### src/rtl/scl_div_pkg.sv
package scl_div_pkg;
  localparam int SAMP_W      = 3;
  localparam int SF_STEP_W   = 6;
  localparam int HS_STEP_W   = 3;
  localparam int WORD_W      = 16;
  localparam int SF_SAMP_LSB = 8;
  localparam int SF_STEP_LSB = 0;
  localparam int HS_SAMP_LSB = 12;
  localparam int HS_STEP_LSB = 8;
  localparam logic [1:0] HS_EN_CODE = 2'b11;

  typedef struct packed {
    logic                 hs;
    logic [SAMP_W-1:0]    samp;
    logic [SF_STEP_W-1:0] step;
  } div_cfg_t;
endpackage

### src/rtl/scl_wrap_cnt.sv
module scl_wrap_cnt #(
  parameter int W = 3
) (
  input  logic         clk,
  input  logic         rst_n,
  input  logic         clr,
  input  logic         adv,
  input  logic [W-1:0] lim,
  output logic         wrap
);
  logic [W-1:0] cnt_q;
  logic [W-1:0] cnt_d;

  assign wrap = adv && (cnt_q == lim);

  always_comb begin
    cnt_d = cnt_q;
    if (clr)       cnt_d = '0;
    else if (wrap) cnt_d = '0;
    else if (adv)  cnt_d = cnt_q + 1'b1;
  end

  always_ff @(posedge clk or negedge rst_n) begin
    if (!rst_n) cnt_q <= '0;
    else        cnt_q <= cnt_d;
  end

  // the count never passes its limit, even when the limit is reloaded
  p_cnt_in_range_r4: assert property (@(posedge clk) disable iff (!rst_n)
    cnt_q <= lim);
endmodule

### src/rtl/scl_cfg_sel.sv
module scl_cfg_sel
  import scl_div_pkg::*;
(
  input  logic              clk,
  input  logic              rst_n,
  input  logic              load,
  input  logic [WORD_W-1:0] sf_timing,
  input  logic [WORD_W-1:0] hs_timing,
  output div_cfg_t          act_cfg
);
  div_cfg_t dec_cfg;
  div_cfg_t act_q;
  div_cfg_t act_d;
  logic     unused_bits;

  assign unused_bits = ^{sf_timing[15:11], sf_timing[7:6],
                         hs_timing[15], hs_timing[11], hs_timing[7:2]};

  always_comb begin
    dec_cfg.hs = (hs_timing[1:0] == HS_EN_CODE);
    if (dec_cfg.hs) begin
      dec_cfg.samp = hs_timing[HS_SAMP_LSB +: SAMP_W];
      dec_cfg.step = {{(SF_STEP_W-HS_STEP_W){1'b0}},
                      hs_timing[HS_STEP_LSB +: HS_STEP_W]};
    end else begin
      dec_cfg.samp = sf_timing[SF_SAMP_LSB +: SAMP_W];
      dec_cfg.step = sf_timing[SF_STEP_LSB +: SF_STEP_W];
    end
  end

  always_comb begin
    act_d = act_q;
    if (load) act_d = dec_cfg;
  end

  always_ff @(posedge clk or negedge rst_n) begin
    if (!rst_n) act_q <= '0;
    else        act_q <= act_d;
  end

  assign act_cfg = act_q;

  // the active setting only moves on a load cycle
  p_cfg_hold_r9: assert property (@(posedge clk) disable iff (!rst_n)
    !load |=> $stable(act_q));
  // a high-speed setting never carries a step count above 8
  p_hs_step_range_r6: assert property (@(posedge clk) disable iff (!rst_n)
    act_q.hs |-> (act_q.step < 6'd8));
endmodule

### src/rtl/scl_rate_gen.sv
module scl_rate_gen
  import scl_div_pkg::*;
#(
  parameter int PRE_DIV = 2
) (
  input  logic        clk,
  input  logic        rst_n,
  input  logic        run_en,
  input  logic [15:0] sf_timing,
  input  logic [15:0] hs_timing,
  output logic        scl_phase,
  output logic        sample_stb,
  output logic        half_tick
);
  localparam int PRE_W = (PRE_DIV > 1) ? $clog2(PRE_DIV) : 1;
  localparam logic [PRE_W-1:0] PRE_LIM = PRE_W'(PRE_DIV - 1);

  div_cfg_t act_cfg;
  logic     pre_tick;
  logic     step_tick;
  logic     half_evt;
  logic     load;
  logic     scl_q, scl_d;
  logic     stb_q, stb_d;
  logic     half_q, half_d;

  assign load = !run_en || half_evt;

  scl_cfg_sel u_cfg (
    .clk       (clk),
    .rst_n     (rst_n),
    .load      (load),
    .sf_timing (sf_timing),
    .hs_timing (hs_timing),
    .act_cfg   (act_cfg)
  );

  scl_wrap_cnt #(.W(PRE_W)) u_pre (
    .clk   (clk),
    .rst_n (rst_n),
    .clr   (!run_en),
    .adv   (run_en),
    .lim   (PRE_LIM),
    .wrap  (pre_tick)
  );

  scl_wrap_cnt #(.W(SAMP_W)) u_samp (
    .clk   (clk),
    .rst_n (rst_n),
    .clr   (!run_en),
    .adv   (pre_tick),
    .lim   (act_cfg.samp),
    .wrap  (step_tick)
  );

  scl_wrap_cnt #(.W(SF_STEP_W)) u_step (
    .clk   (clk),
    .rst_n (rst_n),
    .clr   (!run_en),
    .adv   (step_tick),
    .lim   (act_cfg.step),
    .wrap  (half_evt)
  );

  always_comb begin
    scl_d  = scl_q;
    if (!run_en)       scl_d = 1'b1;
    else if (half_evt) scl_d = ~scl_q;
    stb_d  = step_tick;
    half_d = half_evt;
  end

  always_ff @(posedge clk or negedge rst_n) begin
    if (!rst_n) begin
      scl_q  <= 1'b1;
      stb_q  <= 1'b0;
      half_q <= 1'b0;
    end else begin
      scl_q  <= scl_d;
      stb_q  <= stb_d;
      half_q <= half_d;
    end
  end

  assign scl_phase  = scl_q;
  assign sample_stb = stb_q;
  assign half_tick  = half_q;

  // an idle block rests high with no strobes
  p_idle_high_r2: assert property (@(posedge clk) disable iff (!rst_n)
    !run_en |=> (scl_phase && !sample_stb && !half_tick));
  // every half-period end is also a sample wrap
  p_half_with_stb_r10: assert property (@(posedge clk) disable iff (!rst_n)
    half_tick |-> sample_stb);
  // while running, SCL moves only at a half-period end
  p_scl_moves_on_half_r9: assert property (@(posedge clk) disable iff (!rst_n)
    ($past(run_en) && (scl_phase != $past(scl_phase))) |-> half_tick);
endmodule

### config.mk
export PLATFORM = sky130hd
export DESIGN_NAME = scl_rate_gen
export DESIGN_NICKNAME = d
export VERILOG_FILES = /design/src/rtl/scl_div_pkg.sv /design/src/rtl/scl_wrap_cnt.sv /design/src/rtl/scl_cfg_sel.sv /design/src/rtl/scl_rate_gen.sv
export SDC_FILE = /design/constraint.sdc
export NUM_CORES = 1
export LEC_CHECK = 0
export ABC_AREA = 1
export ABC_CLOCK_PERIOD_IN_PS = 2700
export CORE_AREA = 4 4 57 64
export CTS_CLUSTER_DIAMETER = 30
export CTS_CLUSTER_SIZE = 40
export DETAILED_ROUTE_END_ITERATION = 8
export DIE_AREA = 0 0 61 68
export DONT_BUFFER_PORTS = 1
export PLACE_DENSITY = 0.65
export SKIP_CTS_REPAIR_TIMING = 1
export SYNTH_ARGS = -nofsm -noshare
export SYNTH_HDL_FRONTEND = slang
export SYNTH_SLANG_ARGS = --single-unit
export TNS_END_PERCENT = 30
### constraint.sdc
create_clock -name clk -period 2.7 [get_ports clk]
set_input_delay 0.405 -clock clk [delete_from_list [all_inputs] [get_ports clk]]
set_output_delay 0.405 -clock clk [all_outputs]
set_load 0.01 [all_outputs]
==> metrics, run 1 <==
Setup WS post-layout=approximately 1200 ps; final wirelength=2.355 mm; final setup violation count=0; Core ar.=around 3000 um2; CTS tree=done; min cycle time layout=approximately 1500 ps; Routed Antenna Nets=0; Distinct cells, synth=25; height of the die=68 um; ratio of cells with drive above 1 in the final layout=13.04%; CP endpoint kind=flip-flop; Worst Setup EP=u_cfg.act_cfg[7]; post-synthesis register bit count=22; H-tree Lvls=1; Worst path max stage delay=450 ps; via count=1054; Antenna Cells=0; CTS buffer count=3; required time of the critical path=2950 ps; CP cell instances=inv_1, nand2_1, nand2_1, nand2_1, nor2_4, nand3_4, nand2_4, nand2_1, nand2_1; r2r setup slk=1180 ps; Pleak=0.7702 nW; first-pass GRT wire length=4.167 mm; cell count of the worst reg-to-reg path=9; CP startpoint=u_samp.cnt_q[0]; I/O Buffers=0; top cell type's share of synthesized area=39.89%; pwr dens=462.2 nW/um2; post-place setup slack=1191 ps; Die ar.=4148 um2; Filler cells=320; DR pass1 iterations=4; Clock Tree Buf Depth=2; Area contributors post-synth=dfrtp_1 (40%), nand2_1 (20%), nand3_1 (6.8%); Clock Latency Late Sink=300 ps; Slew @ Worst Pin=310.7 ps; RSZ-0062 raised after global routing=false; Min-Delay Path Class=in -> reg; Seq/Total Area, Yosys=41.88%; vias per cell=between 4 and 5; most frequent CP cell=nand2_1; Nets=222; main combinational cell family by area after synthesis=simple AND/OR/NAND/NOR gates; Syn Inst Count=182; Critical Setup Path Class=reg -> reg; initial antenna violation count=0; CTS sink cnt=22; Fmax achieved=0.6599 GHz; Worst Path Arrival=between 1500 and 2000 ps; post-synthesis mux area share=0%; io pins=38; DRC viols=0; area leader, netlist=dfrtp_1; HPWL Detailed=1.837 mm; Routability Congestion=0.7913; fin crit share=between 50% and 60%; VDD IR-drop max=between 0.2 and 0.3 mV; syn_nets=219; maxcap violations=0; post-synthesis compound-gate area fraction=2.849%; WL per Instance=10.80 um; total grt overflow=0; largest net degree at the start of global routing=23; initial core utilization=43.98%; number of global-route vias before repair=993; r2r startpoint=u_samp.cnt_q[0]; Post-Synth XOR/XNOR Area=3.324%; synth-to-layout area growth=6.173%; fin util=46.70%; max-slew violation count=0; CP max FO=12; final hold viol count=0; simple-gate share of the synthesized area=39.70%; highest-delay cell along the critical path=dfrtp_1; fraction of the mapped netlist area in adder cells=1.899%; TNS Setup=0 ps; yosys warns=0; FP Rows=21; Rel. slew slack=79.24%; Pwr Total=646.6 uW; initial DRC count=22; reg2reg end=u_cfg.act_cfg[7]; average size of a mapped cell=roughly 7.2 um2; Setup crit start kind=flip-flop; CTS clk-pin slew, worst paths=120 ps; startpoint of the worst hold path=run_en; Post-Syn Area=1318 um2; clock skew=6.258 ps; clock root cell=clkbuf_4; GR Util All Layers=13.06%; die width=a little over 60 um; run status=complete, no violations
==> state kept, by name (all words and copies together) (netlist names) <==
| name | cells |
|---|---|
| u_step.cnt_q | 6 |
| u_cfg.act_cfg | 9 |
| u_pre.cnt_q | 1 |
| sample_stb | 1 |
| half_tick | 1 |
| u_samp.cnt_q | 3 |
| scl_phase | 1 |
==> worst max-delay path, delay by kind of cell, from the launching register on <==
kind | cells | cell delay (ps)
flip-flops | 1 | 450
buffers and inverters | 1 | 70
AND/OR/NAND/NOR | 8 | 930
==> worst min-delay path by stage <==
stage	endpoint	depth (start not counted)
after CTS	u_step.cnt_q[4]	0
after global routing	scl_phase	1
after detailed placement	sample_stb	0
after global placement	u_samp.cnt_q[0]	0
final	scl_phase	1
after floorplan	half_tick	0
==> area by class of cell <==
class | count | area [um2] | share of cell area (%)
sequential | 22 | 551.8 | 39.45
inverter | 29 | 108.9 | 7.782
tap | 34 | 42.54 | 3.041
multi-input combinational | 127 | 629.4 | 44.99
clock buffer | 4 | 36.28 | 2.594
timing repair buffer | 2 | 30.03 | 2.147
==> power by group <==
group / switching (mW) / internal, mW
combinational: 0.0625 / 0.0385
sequential: 0.0175 / 0.348
clock: 0.0974 / 0.0822
total: 0.177 / 0.469
==> logic make-up after synthesis <==
family,count (synthesis)
buffers and inverters,33
AO/OA/AOI/OAI,7
XOR/XNOR,5
flip-flops,22
AND/OR/NAND/NOR,113
adder cells (fa/ha/maj),2
==> cells in the mapped netlist <==
cell type,instances
a21oi_1,1
buf_1,1
buf_2,1
buf_4,1
buf_6,1
clkinv_1,2
dfrtp_1,21
dfstp_2,1
ha_1,2
inv_1,20
inv_2,7
nand2_1,71
nand2_2,4
nand2_4,1
nand3_1,18
nand3_2,2
nand3_4,1
nand4_1,6
nor2_1,7
nor2_2,1
nor2_4,2
o21ai_1,5
o31ai_1,1
xnor2_1,1
xor2_1,4
==> metrics by stage <==
step / hold slack (ps) / cells / cell area, um2
after CTS: -238.2 / 216 / 1369
final: 159.6 / 218 / 1399
after global placement: 110.3 / 212 / 1333
after global routing: 152.0 / 218 / 1399
after floorplan: 109.4 / 182 / 1318
after detailed placement: 110.3 / 212 / 1333
==> cells in the final DEF, fill, tap and decap left out, types with 2 or more instances in the layout <==
cell type | synthesis | routed
nand2_1 | 71 | 71
dfrtp_1 | 21 | 21
inv_1 | 20 | 20
nand3_1 | 18 | 18
inv_2 | 7 | 7
nor2_1 | 7 | 7
nand4_1 | 6 | 6
o21ai_1 | 5 | 5
nand2_2 | 4 | 4
xor2_1 | 4 | 4
clkbuf_4 | 0 | 3
nand3_2 | 2 | 2
nor2_4 | 2 | 2
clkinv_1 | 2 | 2
ha_1 | 2 | 2
==> metal layers <==
layer  vias to the layer above  part of all wire, %  global-route usage (%)
met5                         -                    0                       0
met4                         0                  1.2                   4.878
met3                         4                  2.8                  0.9434
met2                        23                   47                   22.06
met1                       465                   49                   17.31
li1                        562                    -                       -
(Power assumes the default switching activity.)
==> run 2, diff against run 1 <==
- ABC_CLOCK_PERIOD_IN_PS: 2700 -> 1550
- clock period: 2.7 -> 1.55 ns (I/O delays scaled with it)
==> run 2 against run 1 <==
Global-route usage up 0.44 points. Via count up 2.8%. Sequential power up 74%. First-iteration DRC count down 41%. Power up 74%. Count of clock-buffer cells in the layout unchanged. Final area up 1.4%. Sequential share of layout area down 0.38 points. Critical endpoint is now u_cfg.act_cfg[5]. Routed wire length up 1.7%. Largest power group unchanged. Combinational power up 78%.
==> metrics, run 2 (synthesis results as in run 1) <==
CP cell instances=inv_2, nand2_1, nand2_1, nand2_2, nor2_4, nand3_4, nand2_4, nand2_1, nand2_1; highest-delay cell along the critical path=dfrtp_1; Rel. slew slack=83.51% (+4.3 points); r2r setup slk=130 ps (-1060 ps); fin crit share=91.75% (+36 points); WL per Instance=10.89 um (+0.82%); Slew @ Worst Pin=246.7 ps (-63.94 ps); CTS buffer count=3 (unchanged); most frequent CP cell=nand2_1; HPWL Detailed=1.825 mm (-0.65%); r2r startpoint=u_step.cnt_q[3]; Setup WS post-layout=127.8 ps (-1057 ps); min cycle time layout=1422 ps (-93.10 ps); Filler cells=311 (-2.8%); VDD IR-drop max=0.5281 mV (+89%); met1 usage=16.53% (-0.79 points); DRC viols=0 (unchanged); Clock Tree Buf Depth=2 (unchanged); FP Rows=21 (unchanged); Min-Delay Path Class=in -> reg; clock skew=8.107 ps (+1.849 ps); first-pass GRT wire length=4.215 mm (+1.2%); hold endpoint=u_pre.cnt_q; final wirelength=2.396 mm (+1.7%); Critical Setup Path Class=reg -> reg; required time of the critical path=1790 ps (-1160 ps); maxcap violations=0 (unchanged); Nets=224 (+0.90%); met3 Usage GRT=1.509% (+0.57 points); die width=61 um (unchanged); Core ar.=2995 um2 (unchanged); most common cell after layout, fill and taps aside=nand2_1; max-slew violation count=0 (unchanged); CP top delay family=simple AND/OR/NAND/NOR gates; synth-to-layout area growth=7.692%; post-place setup slack=120.2 ps (-1070 ps); run status=complete, no violations; Routed Antenna Nets=0 (unchanged); critical path buffer and inverter count=1 (unchanged); clock root cell=clkbuf_4; TNS Setup=0 ps (unchanged); initial core utilization=43.98% (unchanged); cell count of the worst reg-to-reg path=9 (unchanged); initial DRC count=13 (-41%); RSZ-0062 raised after global routing=false; H-tree Lvls=1 (unchanged); via count=1084 (+2.8%); height of the die=68 um (unchanged); placed insts=213 (+0.47%); Non-Filler Instances=220 (+0.92%); GR Util All Layers=13.49% (+0.44 points); io pins=38 (unchanged); largest net degree at the start of global routing=23 (unchanged); Fmax achieved=0.7032 GHz (+6.5%); CP max FO=12 (unchanged); Clock Latency Late Sink=300 ps (about the same); final hold viol count=0 (unchanged); Routability Congestion=0.8265 (+4.4%); number of global-route vias before repair=1013 (+2.0%); Die ar.=4148 um2 (unchanged); hold path depth=2 (+1); DR pass1 iterations=3 (-1); final setup violation count=0 (unchanged); Pleak=0.7767 nW (+0.84%); initial antenna violation count=0 (unchanged); most frequent cells in the layout=nand2_1 (71), inv_1 (20), dfrtp_1 (19); Setup crit start kind=flip-flop; pwr dens=794.7 nW/um2 (+72%); total grt overflow=0 (unchanged); reg2reg end=u_cfg.act_cfg[5]; max FFs per register=9 (unchanged); met2 usage=23.26% (+1.2 points); CTS sink cnt=22 (unchanged); CTS clk-pin slew, worst paths=120 ps (about the same); CP endpoint kind=flip-flop; vias per cell=4.927 (+1.9%); Worst Path Arrival=1670 ps (-90 ps); busiest grt layer=met2; ratio of cells with drive above 1 in the final layout=14.52% (+1.5 points); Antenna Cells=0 (unchanged); Worst path max stage delay=470 ps (+20 ps); I/O Buffers=0 (unchanged); CTS tree=done; startpoint of the worst hold path=run_en
## run 2: cell types whose count changed in the layout (fill, tap and decap cells not counted)
cell and delta:
buf_4 +1, dfrtp_1 -2, dfrtp_2 +2, dlygate4sd3_1 +1
## run 2: area by class of cell
cell class / instances / area [um2] / area share [%]
sequential: 22 / 554.3 / 39.07
multi-input combinational: 127 / 629.4 / 44.36
tap: 34 / 42.54 / 2.998
inverter: 29 / 108.9 / 7.672
timing repair buffer: 4 / 47.55 / 3.351
clock buffer: 4 / 36.28 / 2.557
## run 2: worst max path at each step
stage | start | to | cells past startpoint
4_1_cts | u_step.cnt_q[3] | u_cfg.act_cfg[5] | 9
2_1_floorplan | u_step.cnt_q[3] | u_cfg.act_cfg[1] | 9
5_1_grt | u_step.cnt_q[3] | u_cfg.act_cfg[0] | 9
3_3_place_gp | u_samp.cnt_q[0] | u_cfg.act_cfg[6] | 9
3_5_place_dp | u_step.cnt_q[3] | u_cfg.act_cfg[6] | 9
6_report | u_step.cnt_q[3] | u_cfg.act_cfg[5] | 9
## run 2: report_power, final
group	internal [mW]	switching (mW)	leakage, nW
Clock	0.143	0.168	0.0210
Combinational	0.0697	0.110	0.472
Sequential	0.607	0.0289	0.284
Total	0.820	0.307	0.777
## run 2: layer usage
layer | vias to the layer above | wire length (um)
li1 | 567 | -
met1 | 490 | 1078
met2 | 23 | 1174
met3 | 4 | 94
met4 | 0 | 48
met5 | - | 0
## run 2: worst reg2reg max path, cell delays in order (launching register included)
cell     delay, ps
dfrtp_1        470
inv_2          120
nand2_1         70
nand2_1         70
nand2_2         70
nor2_4         140
nand3_4        180
nand2_4        150
nand2_1         60
nand2_1         50
## run 2: through the flow
step	power [mW]	hold WS [ps]	instance area (um2)	util, %
after floorplan	0.7870	-63.09	1318	-
after global placement	0.8027	-62.17	1340	44.74
after detailed placement	0.8089	-62.22	1340	44.74
after CTS	1.124	-409.6	1376	45.95
after global routing	1.199	33.87	1419	47.37
final	1.128	45.22	1419	47.37
==> run 3, diff against run 2 <==
- CAP_MARGIN: not set -> 20
==> results of run 3 <==
No change in the layout: final DEF, timing and power equal those of run 2.
